[config.mk]
export PLATFORM = sky130hd
export DESIGN_NAME = afsk_tone_gen
export DESIGN_NICKNAME = d
export VERILOG_FILES = /design/src/rtl/afsk_pkg.sv /design/src/rtl/afsk_timebase.sv /design/src/rtl/afsk_phase_acc.sv /design/src/rtl/afsk_sine_rom.sv /design/src/rtl/afsk_sample_fold.sv /design/src/rtl/afsk_tone_gen.sv
export SDC_FILE = /design/constraint.sdc
export NUM_CORES = 1
export LEC_CHECK = 0
export ABC_AREA = 1
export BUFFER_PORTS_ARGS = -buffer_cell sky130_fd_sc_hd__buf_2
export CAP_MARGIN = 20
export CORE_MARGIN = 5
export CORE_UTILIZATION = 50
export DETAILED_ROUTE_END_ITERATION = 8
export PLACE_DENSITY = 0.66
export SYNTH_ARGS = -nofsm -noshare
export SYNTH_HDL_FRONTEND = slang
export SYNTH_HIERARCHICAL = 1
export SYNTH_SLANG_ARGS = --single-unit
[constraint.sdc]
create_clock -name clk -period 3.25 [get_ports clk]
set_input_delay 0.4875 -clock clk [delete_from_list [all_inputs] [get_ports clk]]
set_output_delay 0.4875 -clock clk [all_outputs]
set_load 0.01 [all_outputs]
[src/rtl/afsk_pkg.sv]
package afsk_pkg;

  // Rounded magnitude of a half sine: peak * sin(pi * idx / half_len)
  function automatic int half_sine_mag(input int idx, input int half_len, input int peak);
    real ang;
    ang = 3.141592653589793 * real'(idx) / real'(half_len);
    return int'(real'(peak) * $sin(ang));
  endfunction

  // Fold a magnitude around mid-scale according to the sign bit
  function automatic logic [7:0] fold_about_mid(input logic neg, input logic [7:0] mag);
    logic [7:0] mid;
    mid = 8'h80;
    return neg ? (mid - mag) : (mid + mag);
  endfunction

endpackage

[src/rtl/afsk_timebase.sv]
module afsk_timebase #(
  parameter int CNT_W  = 8,
  parameter int RELOAD = 'hED
) (
  input  logic clk,
  input  logic rst_n,
  input  logic tx_on,
  output logic strobe
);
  localparam logic [CNT_W-1:0] LOAD_V = CNT_W'(RELOAD);
  localparam logic [CNT_W-1:0] TOP_V  = {CNT_W{1'b1}};

  logic [CNT_W-1:0] cnt;

  assign strobe = tx_on && (cnt == TOP_V);

  always_ff @(posedge clk) begin
    if (!rst_n)       cnt <= LOAD_V;
    else if (!tx_on)  cnt <= LOAD_V;
    else if (strobe)  cnt <= LOAD_V;
    else              cnt <= cnt + 1'b1;
  end

  // strobes never come back to back
  assert_strobe_spacing_R3: assert property (@(posedge clk) disable iff (!rst_n)
    strobe |=> !strobe);

endmodule

[src/rtl/afsk_phase_acc.sv]
module afsk_phase_acc #(
  parameter int PHASE_W = 8,
  parameter int STEP_LO = 'h10,
  parameter int STEP_HI = 'h1E
) (
  input  logic               clk,
  input  logic               rst_n,
  input  logic               strobe,
  input  logic               tone_hi,
  output logic [PHASE_W-1:0] phase_next,
  output logic               phase_wrap
);
  localparam logic [PHASE_W-1:0] INC_LO = PHASE_W'(STEP_LO);
  localparam logic [PHASE_W-1:0] INC_HI = PHASE_W'(STEP_HI);

  logic [PHASE_W-1:0] phase;
  logic [PHASE_W-1:0] inc;
  logic               carry;

  assign inc = tone_hi ? INC_HI : INC_LO;
  assign {carry, phase_next} = {1'b0, phase} + {1'b0, inc};
  assign phase_wrap = strobe && carry;

  always_ff @(posedge clk) begin
    if (!rst_n)      phase <= '0;
    else if (strobe) phase <= phase_next;
  end

  // low-tone step
  assert_step_low_R4: assert property (@(posedge clk) disable iff (!rst_n)
    (strobe && !tone_hi) |=> (phase == PHASE_W'($past(phase) + INC_LO)));
  // high-tone step
  assert_step_high_R5: assert property (@(posedge clk) disable iff (!rst_n)
    (strobe && tone_hi) |=> (phase == PHASE_W'($past(phase) + INC_HI)));
  // phase frozen between strobes and while idle
  assert_phase_hold_R8: assert property (@(posedge clk) disable iff (!rst_n)
    !strobe |=> $stable(phase));

endmodule

[src/rtl/afsk_sine_rom.sv]
module afsk_sine_rom #(
  parameter int IDX_W = 7,
  parameter int MAG_W = 6,
  parameter int PEAK  = 63
) (
  input  logic [IDX_W-1:0] idx,
  output logic [MAG_W-1:0] mag
);
  localparam int DEPTH = 1 << IDX_W;

  logic [MAG_W-1:0] rom [DEPTH];

  for (genvar i = 0; i < DEPTH; i++) begin : g_entry
    localparam logic [MAG_W-1:0] VAL = MAG_W'(afsk_pkg::half_sine_mag(i, DEPTH, PEAK));
    assign rom[i] = VAL;
  end

  assign mag = rom[idx];

  // no entry exceeds the peak
  always_comb begin
    assert_mag_peak_R6: assert (int'(mag) <= PEAK);
  end

endmodule

[src/rtl/afsk_sample_fold.sv]
module afsk_sample_fold #(
  parameter int MAG_W     = 6,
  parameter int PEAK      = 63,
  parameter int IDLE_CODE = 'h73
) (
  input  logic             clk,
  input  logic             rst_n,
  input  logic             tx_on,
  input  logic             strobe,
  input  logic             neg,
  input  logic [MAG_W-1:0] mag,
  output logic [7:0]       sample
);
  localparam logic [7:0] IDLE_V = 8'(IDLE_CODE);
  localparam logic [7:0] LO_V   = 8'(128 - PEAK);
  localparam logic [7:0] HI_V   = 8'(128 + PEAK);

  always_ff @(posedge clk) begin
    if (!rst_n)      sample <= IDLE_V;
    else if (!tx_on) sample <= IDLE_V;
    else if (strobe) sample <= afsk_pkg::fold_about_mid(neg, 8'(mag));
  end

  // output changes only on strobe while transmitting
  assert_hold_between_R3: assert property (@(posedge clk) disable iff (!rst_n)
    (tx_on && !strobe) |=> $stable(sample));
  // output range
  assert_in_range_R10: assert property (@(posedge clk) disable iff (!rst_n)
    (sample >= LO_V) && (sample <= HI_V));

endmodule

[src/rtl/afsk_tone_gen.sv]
module afsk_tone_gen #(
  parameter int CNT_W     = 8,
  parameter int RELOAD    = 'hED,
  parameter int PHASE_W   = 8,
  parameter int STEP_LO   = 'h10,
  parameter int STEP_HI   = 'h1E,
  parameter int MAG_W     = 6,
  parameter int PEAK      = 63,
  parameter int IDLE_CODE = 'h73
) (
  input  logic       clk,
  input  logic       rst_n,
  input  logic       ptt_n,
  input  logic       data_bit,
  output logic [7:0] dac_sample
);
  localparam int IDX_W = PHASE_W - 1;

  logic               tx_on;
  logic               strobe;
  logic [PHASE_W-1:0] phase_next;
  logic               phase_wrap;
  logic [MAG_W-1:0]   mag;

  assign tx_on = !ptt_n;

  afsk_timebase #(.CNT_W(CNT_W), .RELOAD(RELOAD)) u_timebase (
    .clk(clk), .rst_n(rst_n), .tx_on(tx_on), .strobe(strobe)
  );

  afsk_phase_acc #(.PHASE_W(PHASE_W), .STEP_LO(STEP_LO), .STEP_HI(STEP_HI)) u_phase (
    .clk(clk), .rst_n(rst_n), .strobe(strobe), .tone_hi(data_bit),
    .phase_next(phase_next), .phase_wrap(phase_wrap)
  );

  afsk_sine_rom #(.IDX_W(IDX_W), .MAG_W(MAG_W), .PEAK(PEAK)) u_rom (
    .idx(phase_next[IDX_W-1:0]), .mag(mag)
  );

  afsk_sample_fold #(.MAG_W(MAG_W), .PEAK(PEAK), .IDLE_CODE(IDLE_CODE)) u_fold (
    .clk(clk), .rst_n(rst_n), .tx_on(tx_on), .strobe(strobe),
    .neg(phase_next[PHASE_W-1]), .mag(mag), .sample(dac_sample)
  );

  // after a wrap the new phase is in the positive half
  assert_wrap_positive_R7: assert property (@(posedge clk) disable iff (!rst_n)
    phase_wrap |=> (dac_sample >= 8'h80));
  // idle drives the bias code
  assert_idle_bias_R2: assert property (@(posedge clk) disable iff (!rst_n)
    (ptt_n && $past(ptt_n)) |-> (dac_sample == 8'(IDLE_CODE)));

endmodule

==> flow_metrics.tcl <==
set metrics [dict create \
    status "finished, final reports clean" \
    num_antenna_cells 0 \
    r2r_slack_ps 330 \
    period_needed_ps 2930 \
    cp.arrival_ps 3080 \
    post_cts_buffers 0 \
    worst_slack_ps 322 \
    report.final.setup_viol 0 \
    clk_pin_slew_worst_paths_ps 80 \
    netlist_area_um2 2260 \
    utilization_pct 54.5 \
    cts_root_buffer "clkbuf_8" \
    busiest_layer "met2" \
    die_w_um 77.3 \
    fp.dieArea_um2 5980 \
    cp_data_required_time_ps 3400 \
    cts_tree "yes" \
    slew_headroom_pct 63.0 \
    start_util_pct 51.7 \
    vias 2270 \
    viasPerCell 5.24 \
    cts.sinks 23 \
    cap_viol_max_count 0 \
    die_height_um 77.3 \
    grt_remaining_overflow 0 \
    met1_usage_pct 25.8 \
    gr-usage-all-layers_pct 18.5 \
    setup_tns_ps 0 \
    antenna_found_initial 0 \
    core_um2 4380 \
    cts_inserted_buffers 3 \
    clk_latency_ps 270 \
    wl_um 5290 \
    tightest_slew_ps 554 \
    ant_nets 0 \
    post-place-ws_ps -8.44 \
    place.detailed.hpwl_um 4020 \
    wire_per_inst_um 12.2 \
    syn_area_per_cell_um2 6.12 \
    num_rows 24 \
    worst_setup_path_end_kind "flop" \
    ir_drop_v 0.000124 \
    path_max_fanout 11 \
    first_pass_iters 5 \
    met3_usage_pct 3.16 \
    rsz0062_at_grt "false" \
    hold_path.class "flop to flop" \
    areaGrowthSynthToFinish_pct 5.58 \
    ys.warnings.count 6 \
    crit_type "primary input to flop" \
    p_leak_nw 1.23 \
    finClkSkew_ps 3.37 \
    hold_path_depth 1 \
    drive_above_1_share_pct 12.9 \
    hp-start "u_timebase/cnt[0]" \
    grt_max_degree 30 \
    hold_path_end "u_timebase/cnt[0]" \
    ios 12 \
    reg2regPathDepth 17 \
    clock.fmax_mhz 341 \
    synth_nets 390 \
    r2r_end "u_fold/sample[2]" \
    finalWeightedCongestion 0.932 \
    io_buffers 11 \
    grt_pass1_wl_um 9430 \
    finalMaxSlewViolations 0 \
    total_power_w 0.000649 \
    gr-usage-met2_pct 28.9 \
    timing.rr.start "u_phase/phase[1]" \
    drt_iter0_markers 140 \
    grt_pass1_vias 2082 \
    htree_levels 1 \
    drc 0 \
    powerDensity_nw_per_um2 272 \
    critPathLaunchType "primary input" \
    hold_viol_final 0 \
    cts_buffer_depth 2 \
    nNetsFinal 402 \
    netlist_instances 370 \
    fin_crit_sh_pct 90.1 \
]
-- flip-flops by register name, summed over array words and instances (netlist names) --
signal and flops:
u_fold/sample 8, u_timebase/cnt 8, u_phase/phase 7
-- final cells by class --
class / count / area, um2
multi-input combinational: 282 / 1470
tap: 52 / 65.1
clock buffer: 3 / 41.3
clock inverter: 1 / 5.00
sequential: 23 / 460
fill: 462 / 1990
timing repair buffer: 22 / 150
inverter: 50 / 200
-- per-layer routing --
metal / part of all wire, % / routed length [um] / vias to the layer above
li1: - / - / 1217
met3: 7.5 / 397 / 5
met1: 47 / 2500 / 972
met2: 44 / 2330 / 76
met5: 0 / 0 / -
met4: 1.3 / 68 / 0
-- report_power, final --
group / switching, W / total [W] / internal, W
Sequential: 0.00000312 / 0.000288 / 0.000285
Clock: 0.0000972 / 0.000183 / 0.0000859
Combinational: 0.000117 / 0.000178 / 0.0000608
Total: 0.000218 / 0.000649 / 0.000432
-- through the flow --
step | instances | hold WS [ps] | cell area, um2
2_1_floorplan | 370 | 395 | 2260
3_3_place_gp | 429 | 413 | 2340
3_5_place_dp | 429 | 419 | 2340
4_1_cts | 433 | 439 | 2390
5_1_grt | 433 | 462 | 2390
6_report | 433 | 438 | 2390
-- critical path: stages --
cell     delay (ps)
buf_2           120
ha_1            200
inv_1            60
fa_1            430
o21ai_2         210
xor2_1          220
buf_4           230
nand2_1          90
o21ai_0         100
o21ai_1          80
nand2_1          70
nand2_1          50
nand2_1         110
inv_1            50
ha_1            210
nor2_2          120
xor2_1          160
a21oi_1          80
-- how the worst max path moves through the flow --
stage	endpoint	slack, ps	start	depth (start not counted)
floorplan	u_fold/sample[2]	390	data_bit	16
global placement	u_fold/sample[2]	80	data_bit	17
detailed placement	u_fold/sample[2]	-8	data_bit	17
CTS	u_fold/sample[2]	280	u_phase/phase[1]	16
global route	u_fold/sample[5]	30	u_phase/phase[1]	17
finish	u_fold/sample[2]	320	data_bit	18
-- placed cells by master, fill, tap and decap left out --
cell type / count
nand4_1: 5
clkinv_2: 1
inv_4: 2
nand3_2: 1
a211oi_1: 1
o21ai_2: 3
nand3b_1: 1
nor2_4: 1
a21oi_1: 25
nor3_1: 4
clkbuf_8: 3
xnor2_2: 1
o21ai_0: 21
buf_12: 1
buf_4: 10
nor2_1: 29
inv_1: 45
nand2_2: 5
inv_2: 2
inv_8: 1
nand2_1: 103
xor2_1: 3
o21ai_1: 5
nor2_2: 5
o211ai_1: 3
a31oi_1: 2
fa_1: 1
nand3_1: 42
buf_2: 11
ha_1: 15
conb_1: 1
a21oi_2: 2
xnor2_1: 1
o32ai_1: 1
o21bai_1: 1
dfxtp_1: 23
-- what timing repair did --
item / 4_1_cts / 5_1_grt
resized for setup: 0 / 1
endpoints found under the setup margin: 0 / 2
hold buffers: 0 / 0
No activity file was read; power rests on OpenSTA's default activity.
